[config.mk]
export PLATFORM = sky130hd
export DESIGN_NAME = wwd_top
export DESIGN_NICKNAME = d
export VERILOG_FILES = /design/src/rtl/wwd_pkg.sv /design/src/rtl/wwd_span.sv /design/src/rtl/wwd_core.sv /design/src/rtl/wwd_regs.sv /design/src/rtl/wwd_top.sv
export SDC_FILE = /design/constraint.sdc
export NUM_CORES = 1
export LEC_CHECK = 0
export ABC_AREA = 1
export CORE_ASPECT_RATIO = 1.4
export CORE_UTILIZATION = 25
export CTS_CLUSTER_DIAMETER = 60
export DETAILED_ROUTE_END_ITERATION = 10
export GPL_ROUTABILITY_DRIVEN = 1
export SLEW_MARGIN = 10
export SYNTH_ARGS = -nofsm -noshare
export SYNTH_HDL_FRONTEND = slang
export SYNTH_SLANG_ARGS = --single-unit
export TNS_END_PERCENT = 100
[constraint.sdc]
create_clock -name clk_i -period 9.95 [get_ports clk_i]
set_input_delay 2.4875 -clock clk_i [delete_from_list [all_inputs] [get_ports clk_i]]
set_output_delay 2.4875 -clock clk_i [all_outputs]
set_load 0.005 [all_outputs]
[src/rtl/wwd_pkg.sv]
package wwd_pkg;
  localparam int unsigned AW = 4;
  localparam int unsigned DW = 8;

  localparam logic [AW-1:0] A_CTL    = 4'h0;
  localparam logic [AW-1:0] A_CFG    = 4'h1;
  localparam logic [AW-1:0] A_WARN   = 4'h2;
  localparam logic [AW-1:0] A_IE_CLR = 4'h4;
  localparam logic [AW-1:0] A_IE_SET = 4'h5;
  localparam logic [AW-1:0] A_FLAG   = 4'h6;
  localparam logic [AW-1:0] A_STAT   = 4'h7;
  localparam logic [AW-1:0] A_KICK   = 4'h8;

  localparam logic [DW-1:0] KICK_KEY = 8'hA5;
  localparam logic [DW-1:0] CFG_RST  = 8'hBB;
  localparam logic [3:0]    WARN_RST = 4'hB;

  localparam int unsigned BIT_ARM  = 1;
  localparam int unsigned BIT_WIN  = 2;
  localparam int unsigned BIT_LOCK = 7;

  typedef struct packed {
    logic lock;
    logic win;
    logic arm;
  } ctl_t;
endpackage

[src/rtl/wwd_span.sv]
module wwd_span #(
  parameter int unsigned BASE_LOG = 3,
  parameter int unsigned CODE_MAX = 11,
  parameter int unsigned CW       = BASE_LOG + CODE_MAX + 1
) (
  input  logic [3:0]    code_i,
  output logic [CW-1:0] cyc_o
);
  logic [3:0] eff;
  // codes above the top value saturate
  assign eff   = (code_i > 4'(CODE_MAX)) ? 4'(CODE_MAX) : code_i;
  assign cyc_o = CW'(1) << (BASE_LOG + 32'(eff));
endmodule

[src/rtl/wwd_core.sv]
module wwd_core #(
  parameter int unsigned CW = 15
) (
  input  logic          clk_i,
  input  logic          rst_ni,
  input  logic          tick_i,
  input  logic          arm_i,
  input  logic          win_i,
  input  logic [CW-1:0] per_cyc_i,
  input  logic [CW-1:0] win_cyc_i,
  input  logic [CW-1:0] warn_cyc_i,
  input  logic          kick_wr_i,
  input  logic          kick_ok_i,
  output logic          warn_hit_o,
  output logic          rst_req_o
);
  logic [CW-1:0] cnt_q, cnt_d;
  logic          fault;
  logic          last_tick;
  logic          early;

  assign last_tick = (cnt_q >= per_cyc_i - CW'(1));
  assign early     = win_i && (cnt_q < win_cyc_i);

  always_comb begin
    cnt_d = cnt_q;
    fault = 1'b0;
    if (!arm_i) begin
      cnt_d = '0;
    end else if (kick_wr_i) begin
      cnt_d = '0;
      fault = !kick_ok_i || early;
    end else if (tick_i) begin
      if (last_tick) begin
        cnt_d = '0;
        fault = 1'b1;
      end else begin
        cnt_d = cnt_q + CW'(1);
      end
    end
  end

  assign warn_hit_o = arm_i && !kick_wr_i && tick_i && !last_tick &&
                      (warn_cyc_i < per_cyc_i) &&
                      ((cnt_q + CW'(1)) == (per_cyc_i - warn_cyc_i));

  always_ff @(posedge clk_i or negedge rst_ni) begin
    if (!rst_ni) begin
      cnt_q     <= '0;
      rst_req_o <= 1'b0;
    end else begin
      cnt_q     <= cnt_d;
      rst_req_o <= fault;
    end
  end

  AST_IDLE_CNT: assert property (@(posedge clk_i) disable iff (!rst_ni)
    !arm_i |=> (cnt_q == '0));
  AST_IDLE_NO_RST: assert property (@(posedge clk_i) disable iff (!rst_ni)
    !arm_i |=> !rst_req_o);
  AST_EARLY_KICK: assert property (@(posedge clk_i) disable iff (!rst_ni)
    (arm_i && win_i && kick_wr_i && (cnt_q < win_cyc_i)) |=> rst_req_o);
  AST_GOOD_KICK: assert property (@(posedge clk_i) disable iff (!rst_ni)
    (arm_i && !win_i && kick_wr_i && kick_ok_i) |=> (!rst_req_o && cnt_q == '0));
endmodule

[src/rtl/wwd_regs.sv]
module wwd_regs
  import wwd_pkg::*;
#(
  parameter int unsigned BUSY_CYC = 2
) (
  input  logic          clk_i,
  input  logic          rst_ni,
  input  logic          wr_en_i,
  input  logic [AW-1:0] addr_i,
  input  logic [DW-1:0] wdata_i,
  output logic [DW-1:0] rdata_o,
  input  logic          warn_hit_i,
  output ctl_t          ctl_o,
  output logic [3:0]    per_code_o,
  output logic [3:0]    win_code_o,
  output logic [3:0]    warn_code_o,
  output logic          kick_wr_o,
  output logic          kick_ok_o,
  output logic          irq_o
);
  localparam int unsigned BCW = $clog2(BUSY_CYC + 1);

  ctl_t          ctl_q;
  logic [DW-1:0] cfg_q;
  logic [3:0]    warn_q;
  logic          ie_q, flag_q;
  logic [BCW-1:0] busy_q;
  logic          busy;
  logic          sync_wr;

  assign sync_wr = wr_en_i && (addr_i == A_CTL || addr_i == A_CFG || addr_i == A_KICK);
  assign busy    = (busy_q != '0);

  always_ff @(posedge clk_i or negedge rst_ni) begin
    if (!rst_ni) begin
      ctl_q  <= '0;
      cfg_q  <= CFG_RST;
      warn_q <= WARN_RST;
      ie_q   <= 1'b0;
      flag_q <= 1'b0;
      busy_q <= '0;
    end else begin
      if (wr_en_i && !ctl_q.lock) begin
        if (addr_i == A_CTL) begin
          ctl_q.arm  <= wdata_i[BIT_ARM];
          ctl_q.win  <= wdata_i[BIT_WIN];
          ctl_q.lock <= wdata_i[BIT_LOCK];
        end
        if (addr_i == A_CFG) cfg_q <= wdata_i;
      end
      if (wr_en_i && addr_i == A_WARN) warn_q <= wdata_i[3:0];
      if (wr_en_i && addr_i == A_IE_CLR && wdata_i[0]) ie_q <= 1'b0;
      if (wr_en_i && addr_i == A_IE_SET && wdata_i[0]) ie_q <= 1'b1;
      // a new warning outranks a coincident clear
      if (warn_hit_i) flag_q <= 1'b1;
      else if (wr_en_i && addr_i == A_FLAG && wdata_i[0]) flag_q <= 1'b0;
      if (sync_wr) busy_q <= BCW'(BUSY_CYC);
      else if (busy) busy_q <= busy_q - BCW'(1);
    end
  end

  always_comb begin
    unique case (addr_i)
      A_CTL:              rdata_o = {ctl_q.lock, 4'b0, ctl_q.win, ctl_q.arm, 1'b0};
      A_CFG:              rdata_o = cfg_q;
      A_WARN:             rdata_o = {4'b0, warn_q};
      A_IE_CLR, A_IE_SET: rdata_o = {7'b0, ie_q};
      A_FLAG:             rdata_o = {7'b0, flag_q};
      A_STAT:             rdata_o = {busy, 7'b0};
      default:            rdata_o = '0;
    endcase
  end

  assign ctl_o       = ctl_q;
  assign per_code_o  = cfg_q[3:0];
  assign win_code_o  = cfg_q[7:4];
  assign warn_code_o = warn_q;
  assign kick_wr_o   = wr_en_i && (addr_i == A_KICK);
  assign kick_ok_o   = (wdata_i == KICK_KEY);
  assign irq_o       = flag_q && ie_q;

  AST_FLAG_STICKY: assert property (@(posedge clk_i) disable iff (!rst_ni)
    (flag_q && !(wr_en_i && addr_i == A_FLAG && wdata_i[0])) |=> flag_q);
  AST_WARN_SETS: assert property (@(posedge clk_i) disable iff (!rst_ni)
    warn_hit_i |=> flag_q);
  AST_LOCK_HOLD: assert property (@(posedge clk_i) disable iff (!rst_ni)
    ctl_q.lock |=> (ctl_q.lock && $stable(cfg_q) && $stable(ctl_q)));
  AST_BUSY_AFTER_WR: assert property (@(posedge clk_i) disable iff (!rst_ni)
    sync_wr |=> busy);
endmodule

[src/rtl/wwd_top.sv]
module wwd_top
  import wwd_pkg::*;
#(
  parameter int unsigned BASE_LOG = 3,
  parameter int unsigned CODE_MAX = 11,
  parameter int unsigned BUSY_CYC = 2
) (
  input  logic          clk_i,
  input  logic          rst_ni,
  input  logic          tick_i,
  input  logic          wr_en_i,
  input  logic [AW-1:0] addr_i,
  input  logic [DW-1:0] wdata_i,
  output logic [DW-1:0] rdata_o,
  output logic          rst_req_o,
  output logic          irq_o
);
  localparam int unsigned CW = BASE_LOG + CODE_MAX + 1;
  localparam int unsigned NSPAN = 3;

  ctl_t          ctl;
  logic [3:0]    codes [NSPAN];
  logic [CW-1:0] spans [NSPAN];
  logic          kick_wr, kick_ok, warn_hit;

  wwd_regs #(.BUSY_CYC(BUSY_CYC)) u_regs (
    .clk_i       (clk_i),
    .rst_ni      (rst_ni),
    .wr_en_i     (wr_en_i),
    .addr_i      (addr_i),
    .wdata_i     (wdata_i),
    .rdata_o     (rdata_o),
    .warn_hit_i  (warn_hit),
    .ctl_o       (ctl),
    .per_code_o  (codes[0]),
    .win_code_o  (codes[1]),
    .warn_code_o (codes[2]),
    .kick_wr_o   (kick_wr),
    .kick_ok_o   (kick_ok),
    .irq_o       (irq_o)
  );

  for (genvar g = 0; g < NSPAN; g++) begin : g_span
    wwd_span #(.BASE_LOG(BASE_LOG), .CODE_MAX(CODE_MAX), .CW(CW)) u_span (
      .code_i (codes[g]),
      .cyc_o  (spans[g])
    );
  end

  wwd_core #(.CW(CW)) u_core (
    .clk_i      (clk_i),
    .rst_ni     (rst_ni),
    .tick_i     (tick_i),
    .arm_i      (ctl.arm),
    .win_i      (ctl.win),
    .per_cyc_i  (spans[0]),
    .win_cyc_i  (spans[1]),
    .warn_cyc_i (spans[2]),
    .kick_wr_i  (kick_wr),
    .kick_ok_i  (kick_ok),
    .warn_hit_o (warn_hit),
    .rst_req_o  (rst_req_o)
  );
endmodule

==> metrics, run 1 <==
count of final max-slew check failures 0; # setup viols final 0; starting DRC count in detailed routing 165; Post-DP HPWL 10.8 mm; Main synth FF type dfrtp_1; Seq cells post-synth 35; crit path max fanout 4; Routed WL 13.0 mm; Final GP Congestion 0.886; setup tns final 0 ns; P&R area growth vs syn 15.3%; Detail Route Antenna Nets 0; placed cells 1005; CTS Buf Count 5; # port buffers 25; DR vias/cell about 4.6; Pre-antenna DRT Iters 5; I/O pins 26; critical path class in -> out; Worst R2R End u_regs.flag_q; unrepaired setup endpoints after global routing false; H-tree Lvls 2; Worst EP arrival 4.33 ns; DR DRC count 0; R2R Setup Slk 5.36 ns; All-Layer GR Usage 14.5%; Synthesis Warnings 0; Hold Path Class reg -> reg; highest ir drop seen on vdd approximately 0.09 mV; Die Span Y around 160 um; Post-synth EDFFs 0; final hold vios 0; worst path required time 7.46 ns; proportion of layout cells with a drive suffix above 1 under 10%; Root Buffer clkbuf_16; largest net degree at the start of global routing 36; post-synth top area share 20.4%; initial antenna violation count 0; clk_lat worst skew 0.29 ns; # hold bufs at CTS 0; Leakage about 2.8 nW; period utilisation layout 68.5%; synth cell count leaders 244 x nand2_1, 120 x inv_1, 74 x nor2_1; most used cell, CP clkdlybuf4s50_1; top-count cell post-synth nand2_1; area of the mapped netlist 0.00450 mm2; clk slew on worst S/H paths around 0.060 ns; Hold Crit Start u_regs.warn_code_o[1]; Slew Limit Headroom 58.6%; Least-Margin Pin Slew 0.619 ns; Die Width ~120 um; FF-to-FF path depth 27; post-CTS setup buffers 0; Max Clk Rate between 100 and 150 MHz; ys async rst share 100%; Crit-path slowest cell clkdlybuf4s50_1; vias in the first global route 4462; per-cell routed wire length 12.8 um; cell taking the most area after synthesis nand2_1; vias between 4k and 5k; Post-Synthesis Cells 744; final std cells w/o fill between 1k and 1.5k; GRT Residual Overflow 0; design area 0.00519 mm2; Setup WS post-layout around 3.1 ns; crit start category input pin; die area between 0.015 and 0.02 mm2; CP peak stage delay about 0.54 ns; Final Critical Period 6.82 ns; Seq/Total Area, Yosys roughly a fifth; clk sinks 35; Max-Cap Viols 0; WHS 0.498 ns; critical path cell sequence clkdlybuf4s50_1 > nor2_1 > inv_1 > nor3_1 > nand2_1 > o221ai_1 > clkdlybuf4s50_1; Initial Utilization between 20% and 30%; dpl ws roughly 3.1 ns; Cell Rows 57; status complete, no violations; hold path depth 2; ranking of synthesized cells by area nand2_1 20%, dfrtp_1 14%, ha_1 14%, inv_1 10%, nand3_1 7.0%; Setup crit end kind primary output; clock skew 0.00545 ns; post-CTS sizing 0; n_diodes 0; placed inst area 0.00504 mm2; first-pass GRT wire length 20.9 mm; CTS tree done; Yosys cell types 42; syn avg cell area 6.05 um2; Hold Path End u_regs.warn_code_o[1]; Power Dens Cells 181 mW/mm2; reg2reg start u_regs.cfg_q[3]; Net count, final 842; Longest Clk Path Bufs 2; Core ar. 0.0175 mm2
[layout by cell type (no fill, tap or decap), types with 4 or more instances in the layout]
cell             netlist  final
a21oi_1               26     26
a32o_1                 4      4
clkbuf_16              0      5
clkdlybuf4s50_1        0     25
conb_1                 2      6
dfrtp_1               26     26
dfstp_2                9      9
ha_1                  49     49
inv_1                120    120
nand2_1              244    244
nand2_2                4      4
nand3_1               63     63
nand3b_1               4      4
nand4_1               11     11
nor2_1                74     74
nor2_2                 4      4
nor3_1                11     11
nor3_2                 4      4
o21ai_0               38     38
xnor2_1                5      5
xor2_1                12     12
[worst max path at each step]
stage,startpoint,end,slack (ns),cells after the start
after floorplan,addr_i[3],rdata_o[1],4.28,5
after global placement,addr_i[3],rdata_o[1],3.17,7
after detailed placement,addr_i[3],rdata_o[2],3.15,7
after CTS,addr_i[3],rdata_o[2],3.13,7
after global routing,addr_i[3],rdata_o[7],3.00,7
final,addr_i[3],rdata_o[2],3.13,7
[through the flow]
| stage | power (W) | utilization (%) |
|---|---|---|
| floorplan | 0.000647 | - |
| global placement | 0.000773 | 28.9 |
| detailed placement | 0.000780 | 28.9 |
| CTS | 0.000943 | 29.7 |
| global route | 0.00103 | 29.7 |
| finish | 0.000937 | 29.7 |
[worst max-delay path, delay by kind of cell]
family | cells | cell delay [ns]
compound gates | 1 | 0.10
buf+inv | 3 | 1.08
simple gates | 3 | 0.67
[cells by family after synthesis]
logic type / count (synthesis) / synth area share [%]
AOI/OAI and AO/OA: 82 / 10.5
xor gates and xnor gates: 17 / 3.31
adders and majority gates: 50 / 14.1
buffers and inverters: 128 / 10.9
DFF: 35 / 19.7
muxes: 1 / 0.250
other: 2 / 0.167
and+or+nand+nor: 429 / 41.1
[sequential cells by signal, summed over array words and instances, names as in the netlist]
signal / flops
u_core.cnt_q: 15
u_core.rst_req_o: 1
u_regs.busy_q: 2
u_regs.cfg_q: 8
u_regs.ctl_o: 3
u_regs.flag_q: 1
u_regs.ie_q: 1
u_regs.warn_code_o: 4
[final cells by class]
| cell class | count | area [um2] |
|---|---|---|
| Clock buffer | 5 | 125 |
| Clock inverter | 3 | 20.0 |
| Fill cell | 1983 | 12300 |
| Inverter | 122 | 458 |
| Multi-Input combinational cell | 585 | 3140 |
| Sequential cell | 35 | 887 |
| Tap cell | 236 | 295 |
| Timing Repair Buffer | 27 | 265 |
[report_power, final]
| part | switching, W | internal (W) | total, W |
|---|---|---|---|
| Combinational | 0.000379 | 0.000211 | 0.000589 |
| Sequential | 0.0000228 | 0.000167 | 0.000190 |
| Clock | 0.0000660 | 0.0000923 | 0.000158 |
[layer usage]
layer | routed length, um | GRT usage [%]
met2 | 6750 | 27.1
met1 | 5420 | 15.9
met4 | 581 | 7.08
met5 | 0 | 0
met3 | 252 | 1.55
Note: power is estimated with default switching activity, not from simulation.
==> run 2: changes to the inputs <==
==> constraint.sdc (replaced) <==
create_clock -name clk_i -period 5.95 [get_ports clk_i]
set_input_delay 1.4875 -clock clk_i [delete_from_list [all_inputs] [get_ports clk_i]]
set_output_delay 1.4875 -clock clk_i [all_outputs]
set_load 0.005 [all_outputs]
==> metrics, run 2 (synthesis results as in run 1) <==
most frequent cells in the layout 244 x nand2_1, 120 x inv_1, 74 x nor2_1 (unchanged); Final Critical Period 4.82 ns; H-tree Lvls 2 (unchanged); clk slew on worst S/H paths 0.06 ns (about the same); Post-DP HPWL 10.9 mm (was 10.8 mm); clock skew 0.00520 ns (was 0.00545 ns); Critical Path End rdata_o[1] (was rdata_o[2]); Net count, final 842 (unchanged); Slew Limit Headroom 61.1% (was 58.6%); Worst R2R End u_regs.flag_q (unchanged); proportion of layout cells with a drive suffix above 1 5.53% (unchanged); Initial Utilization 25.8% (unchanged); GRT Residual Overflow 0 (unchanged); Setup crit end kind primary output (unchanged); All-Layer GR Usage 14.7% (was 14.5%); Crit. Startpoint addr_i[3] (unchanged); count of final max-slew check failures 0 (unchanged); critical path cell sequence clkdlybuf4s50_1 > nor2_1 > inv_1 > nor3_1 > nand2_1 > o221ai_1 > clkdlybuf4s50_1 (unchanged); Crit-path slowest cell clkdlybuf4s50_1 (unchanged); dpl ws 1.17 ns (was 3.15 ns); starting DRC count in detailed routing 183 (was 165); DR DRC count 0 (unchanged); Max Clk Rate 207 MHz; Top reg by flops u_core.cnt_q (unchanged); Pre-antenna DRT Iters 4 (was 5); CTS Buf Count 5 (unchanged); n_diodes 0 (unchanged); Least-Margin Pin Slew 0.581 ns (was 0.619 ns); critical path class in -> out (unchanged); clk sinks 35 (unchanged); fillcell total 1950 (was 1983); Routed WL 13.1 mm (was 13.0 mm); crit path max fanout 4 (unchanged); WHS 0.502 ns (was 0.498 ns); # hold bufs at CTS 0 (unchanged); commonest non-fill, non-tap cell in the layout nand2_1 (unchanged); vias in the first global route 4471 (was 4462); CTS tree done (unchanged); CP peak stage delay 0.53 ns (was 0.54 ns); status complete, no violations (unchanged); Largest register FFs 15 (unchanged); worst path bufs/invs 3 (unchanged); Power Dens Cells 304 mW/mm2 (was 181 mW/mm2); vias 4673 (was 4644); Detail Route Antenna Nets 0 (unchanged); largest net degree at the start of global routing 36 (unchanged); Setup WS post-layout 1.13 ns (was 3.13 ns); final hold vios 0 (unchanged); period utilisation layout 81.0%; P&R area growth vs syn 15.3% (unchanged); Core ar. 0.0175 mm2 (unchanged); Die Span Y 161 um (unchanged); post-CTS setup buffers 0 (unchanged); per-cell routed wire length 13.0 um (was 12.8 um); first-pass GRT wire length 21.3 mm (was 20.9 mm); Die Width 115 um (unchanged); # setup viols final 0 (unchanged); R2R Setup Slk 1.30 ns (was 5.36 ns); initial antenna violation count 0 (unchanged); unrepaired setup endpoints after global routing false (unchanged); reg2reg start u_regs.cfg_q[3] (unchanged); Hold Path Class reg -> reg (unchanged); Max-Cap Viols 0 (unchanged); Final GP Congestion 0.884 (was 0.886); Leakage 2.76 nW (unchanged); most used cell, CP clkdlybuf4s50_1 (unchanged); setup tns final 0 ns (unchanged); clk_lat worst skew 0.29 ns (about the same); Top Family by Delay on Critical Path buffers and inverters (unchanged); highest ir drop seen on vdd 0.148 mV (was 0.0900 mV); crit start category input pin (unchanged); DR vias/cell 4.61 (was 4.58); Root Buffer clkbuf_16 (unchanged); Cell Rows 57 (unchanged); post-CTS sizing 0 (unchanged); WP depth 7 (unchanged); # port buffers 25 (unchanged); FF-to-FF path depth 26 (was 27); die area 0.0186 mm2 (unchanged); worst path required time 4.46 ns (was 7.46 ns); I/O pins 26 (unchanged); Longest Clk Path Bufs 2 (unchanged); Worst EP arrival 3.33 ns (was 4.33 ns)
-- run 2: cell counts in the layout (fill, tap and decap cells not counted) --
Identical to the previous run, type by type.
-- run 2: layer usage --
layer / routed length, um / part of all wire, % / global-route usage (%) / vias up
li1: - / - / - / 2453
met1: 5440 / 41 / 16.2 / 2091
met2: 6680 / 51 / 27.1 / 93
met3: 309 / 2.4 / 1.47 / 36
met4: 708 / 5.4 / 8.03 / 0
met5: 0 / 0 / 0 / -
-- run 2: cell type report --
cell class / count / area (um2) / area share, %
Clock buffer: 5 / 125 / 2.41
Timing Repair Buffer: 27 / 265 / 5.11
Clock inverter: 3 / 20.0 / 0.386
Tap cell: 236 / 295 / 5.69
Multi-Input combinational cell: 585 / 3140 / 60.5
Sequential cell: 35 / 887 / 17.1
Inverter: 122 / 458 / 8.82
-- run 2: how the worst min path moves through the flow --
stage | startpoint | end | slack, ns | cells after the start
global route | u_regs.ctl_o[2] | u_regs.ctl_o[2] | 0.53 | 1
detailed placement | u_regs.ctl_o[2] | u_regs.ctl_o[2] | 0.50 | 1
finish | u_regs.ctl_o[2] | u_regs.ctl_o[2] | 0.50 | 1
floorplan | u_regs.ctl_o[2] | u_regs.ctl_o[2] | 0.47 | 1
global placement | u_regs.warn_code_o[1] | u_regs.warn_code_o[1] | 0.49 | 2
CTS | u_regs.warn_code_o[1] | u_regs.warn_code_o[1] | 0.51 | 2
-- run 2: power breakdown --
group	switching [W]	internal, W
Sequential	0.0000365	0.000279
Clock	0.000111	0.000154
Combinational	0.000644	0.000353
-- run 2: per-stage QoR --
step	total power (W)	std cells	cell area, um2	utilization [%]
finish	0.00158	1013	5190	29.7
global route	0.00174	1013	5190	29.7
CTS	0.00158	1013	5190	29.7
detailed placement	0.00131	1005	5040	28.9
global placement	0.00130	1005	5040	28.9
floorplan	0.00108	748	4520	-
